File: config.mk
export PLATFORM = sky130hd
export DESIGN_NAME = pio_strobe_gen
export DESIGN_NICKNAME = d
export VERILOG_FILES = /design/src/rtl/pio_pkg.sv /design/src/rtl/pio_timing_regs.sv /design/src/rtl/pio_phase_fsm.sv /design/src/rtl/pio_strobe_gen.sv
export SDC_FILE = /design/constraint.sdc
export NUM_CORES = 1
export LEC_CHECK = 0
export BUFFER_PORTS_ARGS = -buffer_cell sky130_fd_sc_hd__buf_4
export CORE_ASPECT_RATIO = 0.5
export CORE_UTILIZATION = 60
export CTS_CLUSTER_DIAMETER = 120
export CTS_CLUSTER_SIZE = 16
export DETAILED_ROUTE_END_ITERATION = 16
export PLACE_DENSITY = 0.8
export SETUP_SLACK_MARGIN = 0.3
export SYNTH_ARGS = -nofsm -noshare
export SYNTH_HDL_FRONTEND = slang
export SYNTH_SLANG_ARGS = --single-unit
export TNS_END_PERCENT = 20
File: constraint.sdc
create_clock -name clk -period 5.1 [get_ports clk]
set_input_delay 1.275 -clock clk [delete_from_list [all_inputs] [get_ports clk]]
set_output_delay 1.275 -clock clk [all_outputs]
set_load 0.02 [all_outputs]
File: src/rtl/pio_pkg.sv
package pio_pkg;
    localparam int PULSE_W = 4;
    localparam int REC_W   = 4;
    localparam int SETUP_W = 2;
    localparam int CNT_W   = REC_W + 1;

    typedef enum logic [1:0] {
        ST_IDLE,
        ST_SETUP,
        ST_PULSE,
        ST_RECOVER
    } pio_state_e;

    typedef struct packed {
        logic [PULSE_W-1:0] pulse_m1;
        logic [REC_W-1:0]   rec_m2;
    } cyc_t;
endpackage

File: src/rtl/pio_timing_regs.sv
module pio_timing_regs
    import pio_pkg::*;
#(
    parameter int DRV_W = 1
) (
    input  logic               clk,
    input  logic               rst_n,
    input  logic               cfg_we,
    input  logic [1:0]         cfg_addr,
    input  logic [DRV_W-1:0]   cfg_bank,
    input  logic [7:0]         cfg_data,
    input  logic [DRV_W-1:0]   lk_drive,
    input  logic               lk_write,
    output cyc_t               lk_cyc,
    output logic [SETUP_W-1:0] setup_m1
);
    localparam int NUM_DRV = 1 << DRV_W;

    cyc_t rd_q [NUM_DRV];
    cyc_t wr_q [NUM_DRV];

    for (genvar g = 0; g < NUM_DRV; g++) begin : g_drv
        always_ff @(posedge clk) begin
            if (!rst_n) begin
                rd_q[g] <= '0;
                wr_q[g] <= '0;
            end else if (cfg_we && cfg_bank == DRV_W'(g)) begin
                if (cfg_addr == 2'd0) rd_q[g] <= cyc_t'(cfg_data);
                if (cfg_addr == 2'd1) wr_q[g] <= cyc_t'(cfg_data);
            end
        end
    end

    always_ff @(posedge clk) begin
        if (!rst_n)
            setup_m1 <= '0;
        else if (cfg_we && cfg_addr == 2'd2)
            setup_m1 <= cfg_data[5:4];
    end

    always_comb begin
        lk_cyc = lk_write ? wr_q[lk_drive] : rd_q[lk_drive];
    end
endmodule

File: src/rtl/pio_phase_fsm.sv
module pio_phase_fsm
    import pio_pkg::*;
(
    input  logic               clk,
    input  logic               rst_n,
    input  logic               req_valid,
    input  logic               req_write,
    input  cyc_t               lk_cyc,
    input  logic [SETUP_W-1:0] setup_m1,
    output logic               req_ack,
    output logic               busy,
    output logic               rd_strobe,
    output logic               wr_strobe
);
    pio_state_e       state_q, state_d;
    logic [CNT_W-1:0] cnt_q, cnt_d;
    cyc_t             snap_q;
    logic             dir_q;
    logic             accept;

    assign accept = (state_q == ST_IDLE) && req_valid;

    always_comb begin
        state_d = state_q;
        cnt_d   = cnt_q - CNT_W'(1);
        unique case (state_q)
            ST_IDLE: begin
                cnt_d = cnt_q;
                if (req_valid) begin
                    state_d = ST_SETUP;
                    cnt_d   = CNT_W'(setup_m1);
                end
            end
            ST_SETUP: if (cnt_q == '0) begin
                state_d = ST_PULSE;
                cnt_d   = CNT_W'(snap_q.pulse_m1);
            end
            ST_PULSE: if (cnt_q == '0) begin
                state_d = ST_RECOVER;
                cnt_d   = CNT_W'(snap_q.rec_m2) + CNT_W'(1);
            end
            ST_RECOVER: if (cnt_q == '0) begin
                state_d = ST_IDLE;
            end
            default: state_d = ST_IDLE;
        endcase
    end

    always_ff @(posedge clk) begin
        if (!rst_n) begin
            state_q <= ST_IDLE;
            cnt_q   <= '0;
            snap_q  <= '0;
            dir_q   <= 1'b0;
        end else begin
            state_q <= state_d;
            cnt_q   <= cnt_d;
            if (accept) begin
                snap_q <= lk_cyc;
                dir_q  <= req_write;
            end
        end
    end

    always_comb begin
        req_ack   = accept;
        busy      = (state_q != ST_IDLE);
        rd_strobe = (state_q == ST_PULSE) && !dir_q;
        wr_strobe = (state_q == ST_PULSE) && dir_q;
    end

    p_excl_strobe_r9: assert property (@(posedge clk) disable iff (!rst_n)
        !(rd_strobe && wr_strobe));
    p_strobe_in_busy_r9: assert property (@(posedge clk) disable iff (!rst_n)
        (rd_strobe || wr_strobe) |-> busy);
    p_ack_idle_r7: assert property (@(posedge clk) disable iff (!rst_n)
        req_ack |-> !busy);
    p_busy_after_ack_r7: assert property (@(posedge clk) disable iff (!rst_n)
        req_ack |=> busy);
    p_setup_first_r2: assert property (@(posedge clk) disable iff (!rst_n)
        $rose(rd_strobe || wr_strobe) |-> $past(busy));
    p_recover_after_r4: assert property (@(posedge clk) disable iff (!rst_n)
        $fell(rd_strobe || wr_strobe) |-> busy);
    p_snap_hold_r8: assert property (@(posedge clk) disable iff (!rst_n)
        (busy && $past(busy)) |-> ($stable(snap_q) && $stable(dir_q)));
endmodule

File: src/rtl/pio_strobe_gen.sv
module pio_strobe_gen
    import pio_pkg::*;
(
    input  logic       clk,
    input  logic       rst_n,
    input  logic       cfg_we,
    input  logic [1:0] cfg_addr,
    input  logic       cfg_bank,
    input  logic [7:0] cfg_data,
    input  logic       req_valid,
    input  logic       req_write,
    input  logic       req_drive,
    output logic       req_ack,
    output logic       busy,
    output logic       rd_strobe,
    output logic       wr_strobe
);
    cyc_t               lk_cyc;
    logic [SETUP_W-1:0] setup_m1;

    pio_timing_regs #(.DRV_W(1)) u_regs (
        .clk      (clk),
        .rst_n    (rst_n),
        .cfg_we   (cfg_we),
        .cfg_addr (cfg_addr),
        .cfg_bank (cfg_bank),
        .cfg_data (cfg_data),
        .lk_drive (req_drive),
        .lk_write (req_write),
        .lk_cyc   (lk_cyc),
        .setup_m1 (setup_m1)
    );

    pio_phase_fsm u_fsm (
        .clk       (clk),
        .rst_n     (rst_n),
        .req_valid (req_valid),
        .req_write (req_write),
        .lk_cyc    (lk_cyc),
        .setup_m1  (setup_m1),
        .req_ack   (req_ack),
        .busy      (busy),
        .rd_strobe (rd_strobe),
        .wr_strobe (wr_strobe)
    );
endmodule

## Word level (Yosys, flattened, before mapping)

Memories as Yosys holds them, arrays and structs flattened.
Cells that the tools add are included.

| storage, ports and cells | value |
|---|---|
| flip-flop bits (word level) | 18 |
| bits in writable memories | 32 |
| input bits | 17 |
| output and inout port bits | 4 |
| logic and storage cells | 65 |
| memories kept | 2 |

Memories:

| memory | depth | bits a word | rd ports | clocked after Yosys merged registers in | write ports | line | RTL |
|---|---|---|---|---|---|---|---|
| u_regs.rd_q | 2 | 8 | 1 | 0 | 2 | pio_timing_regs.sv:19 | `cyc_t rd_q [NUM_DRV];` |
| u_regs.wr_q | 2 | 8 | 1 | 0 | 2 | pio_timing_regs.sv:20 | `cyc_t wr_q [NUM_DRV];` |

| cells by class | value |
|---|---|
| add/sub/neg operators | 2 |
| equality and inequality tests | 9 |
| mux-type cells | 29 |
| bitwise logic cells | 5 |
| reductions and logical operators | 12 |

Operator list:

| operator | count |
|---|---|
| $mux 8 | 5 |
| $mux 1 | 15 |
| $mux 5 | 3 |
| $pmux 5 s3 | 1 |
| $mux 2 | 4 |
| $pmux 2 s4 | 1 |
| $eq 2x2->1 const B | 3 |
| $logic_and 1x1->1 | 6 |
| $ne 2x1->1 const B | 3 |
| $add 4x1->5 const B | 1 |
| $logic_not 5->1 | 1 |
| $sub 5x1->5 const B | 1 |
| $eq 2x1->1 const B | 2 |
| $logic_not 2->1 | 2 |
| $or 1x1->1 | 4 |
| $reduce_and 4->1 | 1 |
| $ne 2x2->1 const B | 1 |
| $reduce_bool 2->1 | 1 |
| $logic_not 1->1 | 1 |
| $not 1->1 | 1 |

## Depth between registers and ports, before layout

| depth | value |
|---|---|
| word-level depth | 6 |
| gate-level depth with buffers | 8 |

## Modules after synthesis

Synthesis repeated with hierarchy kept, for this count alone.

| unflattened totals | value |
|---|---|
| cells, all modules | 228 |
| area total of the unflattened synthesis | 2,539.9 um2 |

Modules (own cells, without submodules):

| module | instances | cells each | area an instance (um2) |
|---|---|---|---|
| pio_timing_regs | 1 | 113 | 1,579.0 |
| pio_phase_fsm | 1 | 115 | 960.9 |

## Worst setup path after synthesis

OpenSTA, ideal clock, no wires.

| timing path | value |
|---|---|
| path kind | in2out |
| from | input port req_valid |
| to | output port req_ack |
| arrival time | 1.796 ns |
| slack | 2.029 ns |
| cell stages on the path | 2 |
| buffers on the path | 0 |
| cell sequence | nand2_1 -> clkinv_1 |

| between the ends | value |
|---|---|
| word-level cells in the longest chain between the ends | 1 |

RTL lines:

| what | line | RTL |
|---|---|---|
| start, declared | pio_strobe_gen.sv:10 | `input logic req_valid,` |
| $logic_and 1x1->1 | pio_phase_fsm.sv:21 | `assign accept = (state_q == ST_IDLE) && req_valid;` |
| end, declared | pio_strobe_gen.sv:13 | `output logic req_ack,` |

Every way passes these cells.

## Worst setup path in the final report

Ends and elaborated chain as after synthesis.

==> metrics <==
Die W 91.53 µm; Synth async-reset ratio 0%; initial antenna violation count 0; Bufs on Longest Clock Path 2; Setup CP Type input port to output pin; Setup crit end kind output pin; Final Instance Area 2709 µm²; Post-route DRC 0; Skew-Pair Late Insertion Delay 0.31 ns; EDFF count, synth 32; standard-cell row count 15; Tmin final 3.464 ns; post-synthesis cell area approximately 2400 µm²; status completed; XOR/XNOR share of the synthesized area less than 1%; Worst Tran Pin Value 0.8765 ns; post-synth top area cell edfxtp_1; Leak about 1.1 nW; part of the cycle the worst path needs 67.91%; maxcap violations 0; final setup violating endpoints 0; Yosys cell types 36; initial core utilization 66.39%; mux contribution to synthesized area 8.741%; clock-pin slew on the worst setup and hold paths 0.09 ns; Critical Path Start req_valid; r2r startpoint u_fsm.cnt_q[0]; post-detail-place hpwl 3.208 mm; Antenna Violating Nets Remaining 0; P&R area growth vs syn 12.64%; global-route wire length before repair 7.093 mm; Post-synth top cells and2_1 (34), edfxtp_1 (32), nand2_1 (24); Post-Route Setup TNS 0 ns; sequential cell area fraction in the yosys report between 50% and 60%; most frequent cell after synthesis and2_1; RSZ-0062 raised after global routing false; Ports 21; DR vias/cell ~5.8; Cells after Synth 206; Synth Area in Adders 4.162%; Syn Area/Cell 11.67 µm²; Total Nets Final 256; clock root cell clkbuf_8; via count 1625; Worst EP required 3.83 ns; Total Routing Usage GR 23.40%; die area 4280 µm²; skew final 0.006714 ns; Yosys warnings 0; max_slew headroom 41.11%; clock buffer count from CTS 5; PostCTS Resize Cnt 0; compound-cell area share of the yosys netlist 9.781%; Fin. Hold Viols 0; Cell Pwr Density 403.4 nW/µm²; largest net degree at the start of global routing 17; Max Clk Rate 0.2887 GHz; drt first pass iters 4; per-cell routed wire length approximately 16 µm; hold buffer count at cts 0; crit-path max FO 10; ranking of synthesized cells by area edfxtp_1 (40%), dfxtp_1 (15%), and2_1 (8.8%); CP Launch Type input port; core footprint 3622 µm²; CP arrival around 2.2 ns; vias in the first global route 1451; WL final about 4.7 mm; Slew Limit Fails 0; synthesized flop and latch total 50; CTS sink count 50; Top FF cell, synth edfxtp_1; total gr overflow 0; worst hold path class flop to flop; post-synth top area share 39.96%; Hold Crit Start u_fsm.snap_q[5]; Cell Area, Placed 2625 µm²; H-Tree Level Count 2; Post-CTS Setup Repair Bufs 0; DR iter-0 viols 75; post-synthesis simple-gate area fraction 19.25%; port bufs 20; largest family of logic cells by synthesized area simple AND/OR/NAND/NOR gates; CTS tree built; peak supply drop 180.8 µV; # diodes 0; Syn Nets 231; fraction of layout cells with a size suffix above 1 a little under a fifth; die height 46.77 µm; Final GP Congestion 0.7763
[worst max-delay path, cell delays in order]
cell,delay (ns)
buf_4,0.12
nand2_1,0.24
clkinv_1,0.31
buf_4,0.24
[worst paths after layout]
check,end,slack [ns],cells past startpoint
worst max register to register,u_fsm.cnt_q[3],3.37,7
worst min register to register,u_fsm.snap_q[5],0.46,2
worst max-delay path,req_ack,1.64,4
worst min-delay path,u_fsm.snap_q[5],0.46,2
[cell type report]
| class | instances | area (µm²) |
|---|---|---|
| fill | 252 | 913.4 |
| clock buffer | 5 | 68.82 |
| clock inverter | 2 | 15.01 |
| tap | 51 | 63.81 |
| inverter | 9 | 33.78 |
| multi-input combinational | 141 | 1026 |
| sequential | 50 | 1321 |
| timing repair buffer | 24 | 180.2 |
[state kept, by name, indices dropped and copies added (netlist names)]
register         count
u_regs.rd_q         16
u_regs.wr_q         16
u_fsm.snap_q         8
u_fsm.cnt_q          5
u_fsm.state_q        2
u_regs.setup_m1      2
u_fsm.dir_q          1
[placed cells by master, fill, tap and decap left out, drive strengths merged, types with 3 or more instances in the layout]
cell / Yosys / final
nand2b: 5 / 5
dfxtp: 18 / 18
buf: 1 / 24
mux4: 8 / 8
a22oi: 4 / 4
nor2: 9 / 9
edfxtp: 32 / 32
nand2: 24 / 24
inv: 8 / 8
nor3: 5 / 5
a21oi: 12 / 12
clkbuf: 5 / 5
ha: 8 / 8
o21ai: 9 / 9
mux2i: 3 / 3
and2: 34 / 34
[per-stage QoR]
step / util, % / hold WS (ns) / setup WS, ns / total power [mW] / cells
after detailed placement: 72.47 / 0.4472 / 1.635 / 0.8713 / 275
after global placement: 72.47 / 0.4450 / 1.672 / 0.8572 / 275
after floorplan: - / 0.4366 / 2.029 / 0.7803 / 206
final: 74.78 / 0.4623 / 1.636 / 1.093 / 282
after CTS: 74.78 / 0.4593 / 1.635 / 1.093 / 282
after global routing: 74.78 / 0.4827 / 1.549 / 1.149 / 282
[cell families after synthesis]
family                   after synthesis
adder cells (fa/ha/maj)                8
flip-flops                            50
AO/OA/AOI/OAI                         37
multiplexers                          11
AND/OR/NAND/NOR                       83
XOR/XNOR                               2
buffers and inverters                 15
[metal layers]
layer / routed length, µm / track usage, % / up-vias / part of all wire (%)
met1: 2216 / 30.17 / 803 / 48
li1: - / - / 790 / -
met4: 46 / 8.571 / 0 / 0.99
met2: 2217 / 41.05 / 27 / 48
met3: 171 / 5.340 / 5 / 3.7
met5: 0 / 0 / - / 0
[power by group]
part | switching (mW) | internal, mW | total (mW)
clock network | 0.135 | 0.0939 | 0.229
logic | 0.190 | 0.149 | 0.339
registers | 0.0419 | 0.483 | 0.525
Power figures use the tool's default switching activity.
